===== config.mk =====
export PLATFORM = sky130hd
export DESIGN_NAME = abs_bus_sequencer
export DESIGN_NICKNAME = d
export VERILOG_FILES = /design/src/rtl/abs_seq_pkg.sv /design/src/rtl/abs_seq_program.sv /design/src/rtl/abs_seq_regs.sv /design/src/rtl/abs_bus_sequencer.sv
export SDC_FILE = /design/constraint.sdc
export NUM_CORES = 1
export LEC_CHECK = 0
export BUFFER_PORTS_ARGS = -buffer_cell sky130_fd_sc_hd__buf_2
export CORE_ASPECT_RATIO = 1.1
export CORE_UTILIZATION = 57
export CTS_CLUSTER_DIAMETER = 100
export CTS_CLUSTER_SIZE = 10
export DETAILED_ROUTE_END_ITERATION = 8
export PLACE_DENSITY_LB_ADDON = 0.25
export SLEW_MARGIN = 5
export SYNTH_ARGS = -nofsm -noshare
export SYNTH_HDL_FRONTEND = slang
export SYNTH_SLANG_ARGS = --single-unit

===== constraint.sdc =====
create_clock -name clk -period 5.1 [get_ports clk]
set_input_delay 1.02 -clock clk [delete_from_list [all_inputs] [get_ports clk]]
set_output_delay 1.02 -clock clk [all_outputs]
set_load 0.005 [all_outputs]

===== src/rtl/abs_seq_pkg.sv =====
package abs_seq_pkg;

   localparam logic [2:0] CLS_READ  = 3'd0;
   localparam logic [2:0] CLS_WRITE = 3'd1;
   localparam logic [2:0] CLS_RMW   = 3'd2;
   localparam logic [2:0] CLS_JMP   = 3'd3;
   localparam logic [2:0] CLS_JSR   = 3'd4;

   typedef enum logic [3:0] {
      ST_OPL,        // operand low from PC, PC++
      ST_OPH,        // operand high from PC, PC++, form data address
      ST_RD_LO_INC,  // read data low, address++
      ST_RD_LO,      // read data low, address held
      ST_RD_HI,      // read data high
      ST_RD_DUMMY,   // reread, result dropped
      ST_WR_DUMMY,   // write back unmodified low byte
      ST_WR_LO_INC,  // write low, address++
      ST_WR_HI,      // write high
      ST_WR_HI_DEC,  // write high, address--
      ST_WR_LO,      // write low
      ST_DISCARD,    // read at PC without increment, dropped
      ST_PUSH_HI,    // push return high
      ST_PUSH_LO,    // push return low
      ST_FIN         // no bus access, end of sequence
   } step_kind_e;

   typedef struct packed {
      step_kind_e kind;
      logic       perf;
   } step_t;

   function automatic step_t step_lookup(input logic [2:0] cls, input logic wide,
                                         input logic [2:0] idx);
      step_t seq [8];
      for (int i = 0; i < 8; i++) seq[i] = '{ST_FIN, 1'b0};
      seq[0] = '{ST_OPL, 1'b0};
      seq[1] = '{ST_OPH, 1'b0};
      case (cls)
         CLS_WRITE: begin
            seq[2] = '{ST_WR_LO_INC, 1'b1};
            if (wide) seq[3] = '{ST_WR_HI, 1'b0};
         end
         CLS_RMW: begin
            if (wide) begin
               seq[2] = '{ST_RD_LO_INC, 1'b0};
               seq[3] = '{ST_RD_HI, 1'b0};
               seq[4] = '{ST_RD_DUMMY, 1'b0};
               seq[5] = '{ST_WR_HI_DEC, 1'b1};
               seq[6] = '{ST_WR_LO, 1'b0};
            end else begin
               seq[2] = '{ST_RD_LO, 1'b0};
               seq[3] = '{ST_WR_DUMMY, 1'b0};
               seq[4] = '{ST_WR_LO, 1'b1};
            end
         end
         CLS_JMP: seq[2] = '{ST_FIN, 1'b1};
         CLS_JSR: begin
            seq[2] = '{ST_DISCARD, 1'b0};
            seq[3] = '{ST_PUSH_HI, 1'b1};
            seq[4] = '{ST_PUSH_LO, 1'b0};
         end
         default: begin
            seq[2] = '{ST_RD_LO_INC, 1'b0};
            if (wide) begin
               seq[3] = '{ST_RD_HI, 1'b0};
               seq[4] = '{ST_FIN, 1'b1};
            end else begin
               seq[3] = '{ST_FIN, 1'b1};
            end
         end
      endcase
      return seq[idx];
   endfunction

endpackage


===== src/rtl/abs_seq_program.sv =====
module abs_seq_program
   import abs_seq_pkg::*;
(
   input  logic [2:0] cls,
   input  logic       wide,
   input  logic [2:0] idx,
   output step_t      step
);
   always_comb step = step_lookup(cls, wide, idx);
endmodule


===== src/rtl/abs_seq_regs.sv =====
module abs_seq_regs
   import abs_seq_pkg::*;
#(
   parameter int DW = 8,
   parameter int AW = 16
) (
   input  logic            clk,
   input  logic            rst_n,
   input  logic            load,
   input  logic [AW-1:0]   pc_in,
   input  logic [AW-1:0]   sp_in,
   input  logic            busy,
   input  step_t           step,
   input  logic            ld_result,
   input  logic            ld_pc,
   input  logic [DW-1:0]   bus_rdata,
   input  logic [2*DW-1:0] op_result,
   output logic [AW-1:0]   pc_q,
   output logic [AW-1:0]   sp_q,
   output logic [AW-1:0]   dadr_q,
   output logic [AW-1:0]   opr_q,
   output logic [AW-1:0]   ret_q,
   output logic [2*DW-1:0] buf_q
);
   localparam int LANES = 2;

   always_ff @(posedge clk or negedge rst_n) begin
      if (!rst_n) begin
         pc_q   <= '0;
         sp_q   <= '0;
         dadr_q <= '0;
         opr_q  <= '0;
         ret_q  <= '0;
      end else if (load) begin
         pc_q <= pc_in;
         sp_q <= sp_in;
      end else if (busy) begin
         case (step.kind)
            ST_OPL: begin
               opr_q[DW-1:0] <= bus_rdata;
               pc_q          <= pc_q + 1'b1;
            end
            ST_OPH: begin
               opr_q[AW-1:DW] <= bus_rdata;
               dadr_q         <= {bus_rdata, opr_q[DW-1:0]};
               pc_q           <= pc_q + 1'b1;
            end
            ST_RD_LO_INC, ST_WR_LO_INC: dadr_q <= dadr_q + 1'b1;
            ST_WR_HI_DEC:               dadr_q <= dadr_q - 1'b1;
            ST_DISCARD:                 ret_q  <= pc_q - 1'b1;
            ST_PUSH_HI, ST_PUSH_LO:     sp_q   <= sp_q - 1'b1;
            default: ;
         endcase
         if (ld_pc) pc_q <= opr_q;
      end
   end

   for (genvar l = 0; l < LANES; l++) begin : g_lane
      logic          from_bus;
      logic [DW-1:0] lane_q;
      if (l == 0) begin : g_lo
         assign from_bus = (step.kind == ST_RD_LO_INC) || (step.kind == ST_RD_LO);
      end else begin : g_hi
         assign from_bus = (step.kind == ST_RD_HI);
      end
      always_ff @(posedge clk or negedge rst_n) begin
         if (!rst_n)                 lane_q <= '0;
         else if (busy && ld_result) lane_q <= op_result[l*DW +: DW];
         else if (busy && from_bus)  lane_q <= bus_rdata;
      end
      assign buf_q[l*DW +: DW] = lane_q;
   end

   AST_ADDR_FORM: assert property (@(posedge clk) disable iff (!rst_n)
      (busy && !load && step.kind == ST_OPH) |=> dadr_q == {$past(bus_rdata), $past(opr_q[DW-1:0])});
   AST_PUSH_DEC: assert property (@(posedge clk) disable iff (!rst_n)
      (busy && !load && (step.kind == ST_PUSH_HI || step.kind == ST_PUSH_LO)) |=> sp_q == $past(sp_q) - 1'b1);
endmodule


===== src/rtl/abs_bus_sequencer.sv =====
module abs_bus_sequencer
   import abs_seq_pkg::*;
#(
   parameter int DW = 8,
   parameter int AW = 16
) (
   input  logic            clk,
   input  logic            rst_n,
   input  logic            start,
   input  logic [2:0]      acc_class,
   input  logic            wide,
   input  logic [AW-1:0]   pc_in,
   input  logic [AW-1:0]   sp_in,
   input  logic [2*DW-1:0] op_result,
   input  logic [DW-1:0]   bus_rdata,
   output logic [AW-1:0]   bus_addr,
   output logic            bus_rd,
   output logic            bus_wr,
   output logic [DW-1:0]   bus_wdata,
   output logic            op_fire,
   output logic            done,
   output logic [AW-1:0]   pc_out,
   output logic [AW-1:0]   sp_out,
   output logic [2*DW-1:0] data_buf
);
   localparam int IDXW = 3;

   if (AW != 2 * DW) begin : g_bad_width
      $error("abs_bus_sequencer: AW must equal two data bytes");
   end

   logic            busy_q, wide_q, load;
   logic [2:0]      cls_q;
   logic [IDXW-1:0] idx_q;
   step_t           cur;
   logic            ld_result, ld_pc, hi_lane;
   logic [AW-1:0]   pc_q, sp_q, dadr_q, opr_q, ret_q;
   logic [2*DW-1:0] buf_q;

   assign load = start && !busy_q;

   always_ff @(posedge clk or negedge rst_n) begin
      if (!rst_n) begin
         busy_q <= 1'b0;
         idx_q  <= '0;
         cls_q  <= CLS_READ;
         wide_q <= 1'b0;
      end else if (load) begin
         busy_q <= 1'b1;
         idx_q  <= '0;
         cls_q  <= (acc_class > CLS_JSR) ? CLS_READ : acc_class;
         wide_q <= wide;
      end else if (busy_q) begin
         if (cur.kind == ST_FIN) busy_q <= 1'b0;
         else                    idx_q  <= idx_q + 1'b1;
      end
   end

   abs_seq_program u_prog (
      .cls  (cls_q),
      .wide (wide_q),
      .idx  (idx_q),
      .step (cur)
   );

   assign op_fire   = busy_q && cur.perf;
   assign done      = busy_q && (cur.kind == ST_FIN);
   assign ld_result = op_fire && (cls_q == CLS_WRITE || cls_q == CLS_RMW);
   assign ld_pc     = op_fire && (cls_q == CLS_JMP || cls_q == CLS_JSR);
   assign hi_lane   = (cur.kind == ST_WR_HI) || (cur.kind == ST_WR_HI_DEC);

   abs_seq_regs #(.DW(DW), .AW(AW)) u_regs (
      .clk       (clk),
      .rst_n     (rst_n),
      .load      (load),
      .pc_in     (pc_in),
      .sp_in     (sp_in),
      .busy      (busy_q),
      .step      (cur),
      .ld_result (ld_result),
      .ld_pc     (ld_pc),
      .bus_rdata (bus_rdata),
      .op_result (op_result),
      .pc_q      (pc_q),
      .sp_q      (sp_q),
      .dadr_q    (dadr_q),
      .opr_q     (opr_q),
      .ret_q     (ret_q),
      .buf_q     (buf_q)
   );

   always_comb begin
      bus_rd    = 1'b0;
      bus_wr    = 1'b0;
      bus_addr  = pc_q;
      bus_wdata = '0;
      if (busy_q) begin
         case (cur.kind)
            ST_OPL, ST_OPH, ST_DISCARD: bus_rd = 1'b1;
            ST_RD_LO_INC, ST_RD_LO, ST_RD_HI, ST_RD_DUMMY: begin
               bus_rd   = 1'b1;
               bus_addr = dadr_q;
            end
            ST_WR_DUMMY, ST_WR_LO_INC, ST_WR_HI, ST_WR_HI_DEC, ST_WR_LO: begin
               bus_wr   = 1'b1;
               bus_addr = dadr_q;
               if (cur.perf) bus_wdata = hi_lane ? op_result[2*DW-1:DW] : op_result[DW-1:0];
               else          bus_wdata = hi_lane ? buf_q[2*DW-1:DW] : buf_q[DW-1:0];
            end
            ST_PUSH_HI: begin
               bus_wr    = 1'b1;
               bus_addr  = sp_q;
               bus_wdata = ret_q[AW-1:DW];
            end
            ST_PUSH_LO: begin
               bus_wr    = 1'b1;
               bus_addr  = sp_q;
               bus_wdata = ret_q[DW-1:0];
            end
            default: ;
         endcase
      end
   end

   assign pc_out   = pc_q;
   assign sp_out   = sp_q;
   assign data_buf = buf_q;

   AST_IDLE_QUIET: assert property (@(posedge clk) disable iff (!rst_n)
      !busy_q |-> !(bus_rd || bus_wr));
   AST_ONE_ACCESS: assert property (@(posedge clk) disable iff (!rst_n)
      !(bus_rd && bus_wr));
   AST_DONE_PULSE: assert property (@(posedge clk) disable iff (!rst_n)
      done |=> !done);
   AST_FIRE_PULSE: assert property (@(posedge clk) disable iff (!rst_n)
      op_fire |=> !op_fire);
   AST_HOLD_CLASS: assert property (@(posedge clk) disable iff (!rst_n)
      (busy_q && !done) |=> (busy_q && $stable(cls_q) && $stable(wide_q)));
   AST_JMP_TARGET: assert property (@(posedge clk) disable iff (!rst_n)
      (op_fire && cls_q == CLS_JMP) |=> pc_out == $past(opr_q));
endmodule


==> flow_metrics.tcl, run 1 <==
set metrics [dict create \
    dieArea_um2 13390 \
    netlist_instances 808 \
    io_pins 139 \
    synth_nets 890 \
    skew_ns 0.01340 \
    antenna_found_initial 0 \
    cts_setup_buffers 0 \
    dr.pass1.iters 6 \
    pre_cts_ws_ns 1.025 \
    clockBufferDepth 2 \
    synth_cell_types 81 \
    synthArstFlopShare_pct 100.0 \
    first_iter_violations 498 \
    hold_viol 0 \
    timing.fmax_mhz 221.1 \
    synthXorXnorAreaFrac_pct 6.533 \
    grt_use_total_pct 30.18 \
    power.density_nw_per_um2 743.9 \
    ys_top_cells_by_area "dfrtp_1 (35%), mux2i_1 (9.5%), nand2_1 (4.5%)" \
    ant_nets 0 \
    grt_pass1_vias 6010 \
    crit_start "cls_q[1]" \
    yosysSeqAreaShare_pct 35.30 \
    synth_area_um2 7373 \
    port_buffers 138 \
    layout.nets 998 \
    initial_core_util_pct 58.57 \
    clk_latency_ns 0.36 \
    synth_top_area_cell "dfrtp_1" \
    synth_top_area_share_pct 35.30 \
    ctsResizeCount 0 \
    crit_type "reg -> out" \
    grt_max_degree 73 \
    postCtsHoldBufs 0 \
    synth.avg_cell_area_um2 9.125 \
    setup_viol 0 \
    row_count 43 \
    vias_per_cell 6.055 \
    slowest_delay_ns 0.63 \
    path_clk_slew_ns 0.07 \
    root_buffer "clkbuf_16" \
    final_max_slew_viol_count 0 \
    drc_errors 0 \
    synth-simple-area-share_pct 17.94 \
    period_minus_slack_ns 4.523 \
    clkSinkCount 104 \
    rsz0062_at_grt "false" \
    crit_top_cell "nor2_1" \
    critPathMaxFanout 16 \
    vias 6527 \
    diodes 0 \
    period_share_pct 88.68 \
    synth_fa_ha_area_share_pct 3.326 \
    synth_compound_area_share_pct 18.65 \
    die_h_um 121.3 \
    synth_edf_count 0 \
    place_hpwl_mm 14.69 \
    synth_mux_area_share_pct 14.14 \
    crit_path_cell_trace "inv_1, or3_1, o21a_2, nor2_1, nand2_1, a21oi_1, nor2_1, o2bb2ai_1, buf_2" \
    core-area_um2 12590 \
    outcome "finished, final reports clean" \
    ys_seq_elements 104 \
    worstPathRequired_ns 4.08 \
    cp_top_family "compound AO/OA/AOI/OAI gates" \
    tritoncts "done" \
    worst-path-buf-inv 2 \
    start_kind "flip-flop" \
    cap_viol_max_count 0 \
    reg2reg_from "cls_q[1]" \
    place_congestion 0.8738 \
    finalWirelength_mm 19.82 \
    wire_per_inst_um 18.39 \
    grt_overflow 0 \
    grt_first_pass_wirelength_mm 31.50 \
    ys_warn_count 0 \
    area_growth_pct 13.83 \
    finalSetupTns_ns 0 \
    numCtsBuffers 9 \
    yosys_most_used_dff "dfrtp_1" \
    hp-start "u_regs.ret_q[0]" \
    drive_above_1_share_pct 23.78 \
    tightest_slew_ns 0.9831 \
    ir_drop_v 0.0004142 \
    cts-htree-levels 3 \
    setup_ws_ns 0.5774 \
    synth_top_family_by_area "compound AO/OA/AOI/OAI gates" \
    cp.arrival_ns 3.50 \
    die_w_um 110.4 \
    relSlewSlack_pct 34.10 \
    leakage_nw 3.650 \
    end_kind "output pin" \
    cp_slowest_cell "a21oi_1" \
    holdCritPathClass "reg -> reg" \
]
-- registers in the layout, summed over array words and instances (netlist names) --
register	flops
u_regs.opr_q	16
cls_q	3
u_regs.dadr_q	16
idx_q	3
u_regs.g_lane.lane_q	16
u_regs.ret_q	16
u_regs.pc_q	16
u_regs.sp_q	16
busy_q	1
wide_q	1
-- worst register-to-register path, delay by kind of cell, from the launching register on --
kind / cells / cell delay (ns)
AOI/OAI and AO/OA: 7 / 1.62
and+or+nand+nor: 3 / 0.90
DFF: 1 / 0.62
buffers and inverters: 2 / 0.41
adders and majority gates: 1 / 0.35
muxes: 1 / 0.13
-- synthesized netlist by cell type, types with 3 or more instances --
cell and n:
buf_6 4, nor2b_1 9, and3_1 5, nor4_1 6, a31oi_1 4, a21oi_1 42
xor2_1 20, buf_1 3, mux2_1 3, a22o_1 12, nand3_1 15, o2bb2ai_1 10
a211oi_1 4, mux2_4 4, o21ai_1 4, a22oi_1 16, dfrtp_1 104, buf_2 9
nand3b_1 6, a21o_1 17, nor2_1 68, o21a_1 3, nand2b_1 11, mux2_2 22
o31ai_1 7, nor3b_1 3, o21ai_0 57, nand2_1 89, inv_1 13, mux2i_1 70
buf_4 5, nand4_1 3, or4_1 3, o21bai_1 5, clkbuf_1 30, ha_1 18
nor3_1 15, xnor2_1 35
-- routing by layer --
layer | global-route usage [%] | up-vias | routed length [um]
li1 | - | 3123 | -
met1 | 39.07 | 3137 | 8535
met2 | 50.04 | 216 | 9417
met3 | 5.195 | 51 | 1126
met4 | 12.75 | 0 | 745
met5 | 0 | - | 0
-- cell type report --
type / count / area, um^2
fill: 1066 / 4197
tap: 157 / 196.4
clock inverter: 2 / 38.79
sequential: 104 / 2603
clock buffer: 14 / 244.0
multi-input combinational: 639 / 4491
timing repair buffer: 148 / 768.2
inverter: 14 / 52.55
-- path summary, 6_finish.rpt --
check	to	slack, ns	cells past startpoint
worst max-delay path	bus_wdata[1]	0.58	9
worst min-delay path	u_regs.ret_q[0]	0.53	1
worst max register to register	u_regs.dadr_q[14]	1.00	14
worst min register to register	u_regs.ret_q[0]	0.53	1
max in group asynchronous	u_regs.ret_q[15]	3.30	2
min in group asynchronous	u_regs.g_lane[1].lane_q[5]	0.79	1
-- cells by family (layout without fill, tap and decap cells) --
family                     after synthesis  count (layout)
muxes                                   99              99
buffers and inverters                   65             178
xor gates and xnor gates                55              55
DFF                                    104             104
and+or+nand+nor                        260             260
AOI/OAI and AO/OA                      206             206
adders and majority gates               19              19
-- power by group --
group          total (mW)  switching, mW  leakage, nW  internal [mW]
Combinational        3.70           1.96         2.25           1.73
Clock               0.697          0.313        0.135          0.384
Sequential           1.85          0.611         1.26           1.24
-- stage by stage --
stage,hold WS (ns),area (um^2),cells,total power [mW],utilization [%]
after floorplan,0.4579,7373,808,4.399,-
after global placement,0.5020,8110,1062,5.434,64.42
after detailed placement,0.5065,8110,1062,5.508,64.42
after CTS,0.5227,8393,1078,6.223,66.67
after global routing,0.5354,8393,1078,6.707,66.67
final,0.5277,8393,1078,6.244,66.67
-- layout by cell type (no fill, tap or decap), types with 6 or more instances in the layout --
cell and instances:
o31ai_1 7, nor4_1 6, dfrtp_1 104, a22o_1 12, o21ai_0 57, mux2_2 22
inv_1 13, nor3_1 14, a22oi_1 16, buf_4 11, mux2i_1 70, o2bb2ai_1 10
nand2b_1 11, a21o_1 17, xor2_1 20, ha_1 18, xnor2_1 35, nand3b_1 6
nand2_1 89, nor2b_1 8, clkbuf_16 9, buf_2 137, a21oi_1 42, nor2_1 68
nand3_1 15
Note: power is estimated with default switching activity, not from simulation.
==> run 2, diff against run 1 <==
--- a/config.mk
+++ b/config.mk
@@ -6,8 +6,9 @@
 export NUM_CORES = 1
 export LEC_CHECK = 0
 export BUFFER_PORTS_ARGS = -buffer_cell sky130_fd_sc_hd__buf_2
-export CORE_ASPECT_RATIO = 1.1
-export CORE_UTILIZATION = 57
+export CELL_PAD_IN_SITES_DETAIL_PLACEMENT = 0
+export CELL_PAD_IN_SITES_GLOBAL_PLACEMENT = 1
+export CORE_UTILIZATION = 43
 export CTS_CLUSTER_DIAMETER = 100
 export CTS_CLUSTER_SIZE = 10
 export DETAILED_ROUTE_END_ITERATION = 8
==> constraint.sdc (replaced) <==
create_clock -name clk -period 5.1 [get_ports clk]
set_input_delay 1.02 -clock clk [delete_from_list [all_inputs] [get_ports clk]]
set_output_delay 1.02 -clock clk [all_outputs]
set_load 0.05 [all_outputs]
==> run 2 against run 1 <==
Compared with the run above:
- critical path depth did not move
- die area rose by 32%
- first-iteration DRC count fell by 10%
- register-to-register slack got worse by 0.10 ns
- clock-buffer cell count fell by 3
- flip-flop and latch count did not move
- global-route usage fell by 4.4 points
- final area rose by 1.4%
- critical path type unchanged
- critical endpoint is now bus_addr[3]
==> flow_metrics.tcl, run 2 (same netlist as run 1, synthesis figures left out) <==
set metrics [dict create \
    outcome "finished, final reports clean" \
    drc_errors 0 \
    hold_viol 0 \
    row_count 47 \
    timing.fmax_mhz 210.5 \
    drive_above_1_share_pct 24.40 \
    period_share_pct 93.13 \
    stdcell_count 1142 \
    grt_first_pass_wirelength_mm 34.93 \
    rsz0062_at_grt "false" \
    holdPathEnd "u_regs.opr_q[13]" \
    clockBufferDepth 2 \
    grt_max_degree 70 \
    multi_input_area_um2 4511 \
    finalWirelength_mm 22.20 \
    ctsResizeCount 0 \
    clkSinkCount 104 \
    die_w_um 132.9 \
    root_buffer "clkbuf_16" \
    seqCellArea_um2 2603 \
    antenna_found_initial 1 \
    holdWs_ns 0.4961 \
    end_kind "output pin" \
    tightest_slew_ns 1.092 \
    crit_path_cell_trace "inv_1, or3_1, o21a_2, o21ai_2, nor2_2, buf_4, nor2_1, a21o_1, buf_2" \
    holdCritPathClass "reg -> reg" \
    worstPathRequired_ns 4.08 \
    hp-start "u_regs.opr_q[13]" \
    initial_core_util_pct 44.30 \
    period_minus_slack_ns 4.750 \
    ant_nets 0 \
    place_congestion 0.8485 \
    start_kind "flip-flop" \
    grt_pass1_vias 6207 \
    place_hpwl_mm 16.36 \
    hold_depth 1 \
    dieArea_um2 17670 \
    cts_setup_buffers 0 \
    skew_ns 0.008486 \
    final_max_slew_viol_count 0 \
    core-area_um2 16640 \
    setup_viol 0 \
    vias 6456 \
    ff2ff_setup_slack_ns 0.90 \
    cp.arrival_ns 3.73 \
    clk_latency_ns 0.36 \
    vias_per_cell 5.653 \
    relSlewSlack_pct 27.21 \
    grt_use_total_pct 25.82 \
    path_clk_slew_ns 0.07 \
    layout_common_cells "buf_2 (137), dfrtp_1 (104), nand2_1 (89), mux2i_1 (70), nor2_1 (67)" \
    r2r-end "u_regs.dadr_q[14]" \
    num-fill-cells 1631 \
    crit_type "reg -> out" \
    final_common_cell "buf_2" \
    dr.pass1.iters 5 \
    slowest_delay_ns 0.78 \
    io_pins 139 \
    area_growth_pct 15.46 \
    grt_overflow 0 \
    tritoncts "done" \
    die_h_um 132.9 \
    diodes 0 \
    cp_slowest_cell "nor2_1" \
    first_iter_violations 446 \
    cap_viol_max_count 0 \
    wire_per_inst_um 19.44 \
    numCtsBuffers 9 \
    r2r_cells 14 \
    reg2reg_from "cls_q[1]" \
    port_buffers 138 \
    finalSetupTns_ns 0 \
    dp_cells 1126 \
    postCtsHoldBufs 0 \
    cts-htree-levels 3 \
    layout.nets 999 \
    critPathMaxFanout 17 \
]
-- run 2: cell count changes in the layout (fill, tap and decap cells not counted), sizes merged --
cell and delta:
clkbuf -3, clkinv +1, buf +1, inv +2
-- run 2: stage by stage --
stage / setup WS (ns) / util (%) / cell area [um^2]
4_1_cts: 0.3268 / 51.15 / 8513
5_1_grt: 0.04551 / 51.15 / 8513
3_5_place_dp: 0.7184 / 49.37 / 8217
2_1_floorplan: 0.9991 / - / 7373
3_3_place_gp: 0.7443 / 49.37 / 8217
6_report: 0.3503 / 51.15 / 8513
-- run 2: worst max path at each step --
stage | from | to | cells past startpoint
after floorplan | cls_q[1] | bus_addr[0] | 8
after global placement | cls_q[1] | bus_wdata[4] | 9
after detailed placement | cls_q[1] | bus_wdata[2] | 9
after CTS | cls_q[1] | bus_wdata[2] | 9
after global routing | cls_q[1] | bus_wdata[2] | 9
final | cls_q[1] | bus_addr[3] | 9
-- run 2: per-layer routing --
layer  up-vias  wire [um]  track usage, %
li1       3123          -               -
met1      3137      10350           36.27
met2       178      10370           41.86
met3        18       1174           3.372
met4         0        310           6.513
met5         -          0               0
-- run 2: worst max-delay path, delay by kind of cell, from the launching register on --
kind                   cells  cell delay, ns
AND/OR/NAND/NOR            3            1.27
AO/OA/AOI/OAI              3            0.85
buffers and inverters      3            0.62
flip-flops                 1            0.62
-- run 2: area by class of cell --
type                            instances  area share, %
Sequential cell                       104          30.57
Clock buffer                           11          2.734
Timing Repair Buffer                  149          9.112
Clock inverter                          5         0.7496
Multi-Input combinational cell        639          52.98
Tap cell                              220          3.233
Inverter                               14         0.6173
Power of run 2 is left out: the tool's default activity adds up to more than one toggle a clock period on the data nets, which glitch-free logic cannot reach.
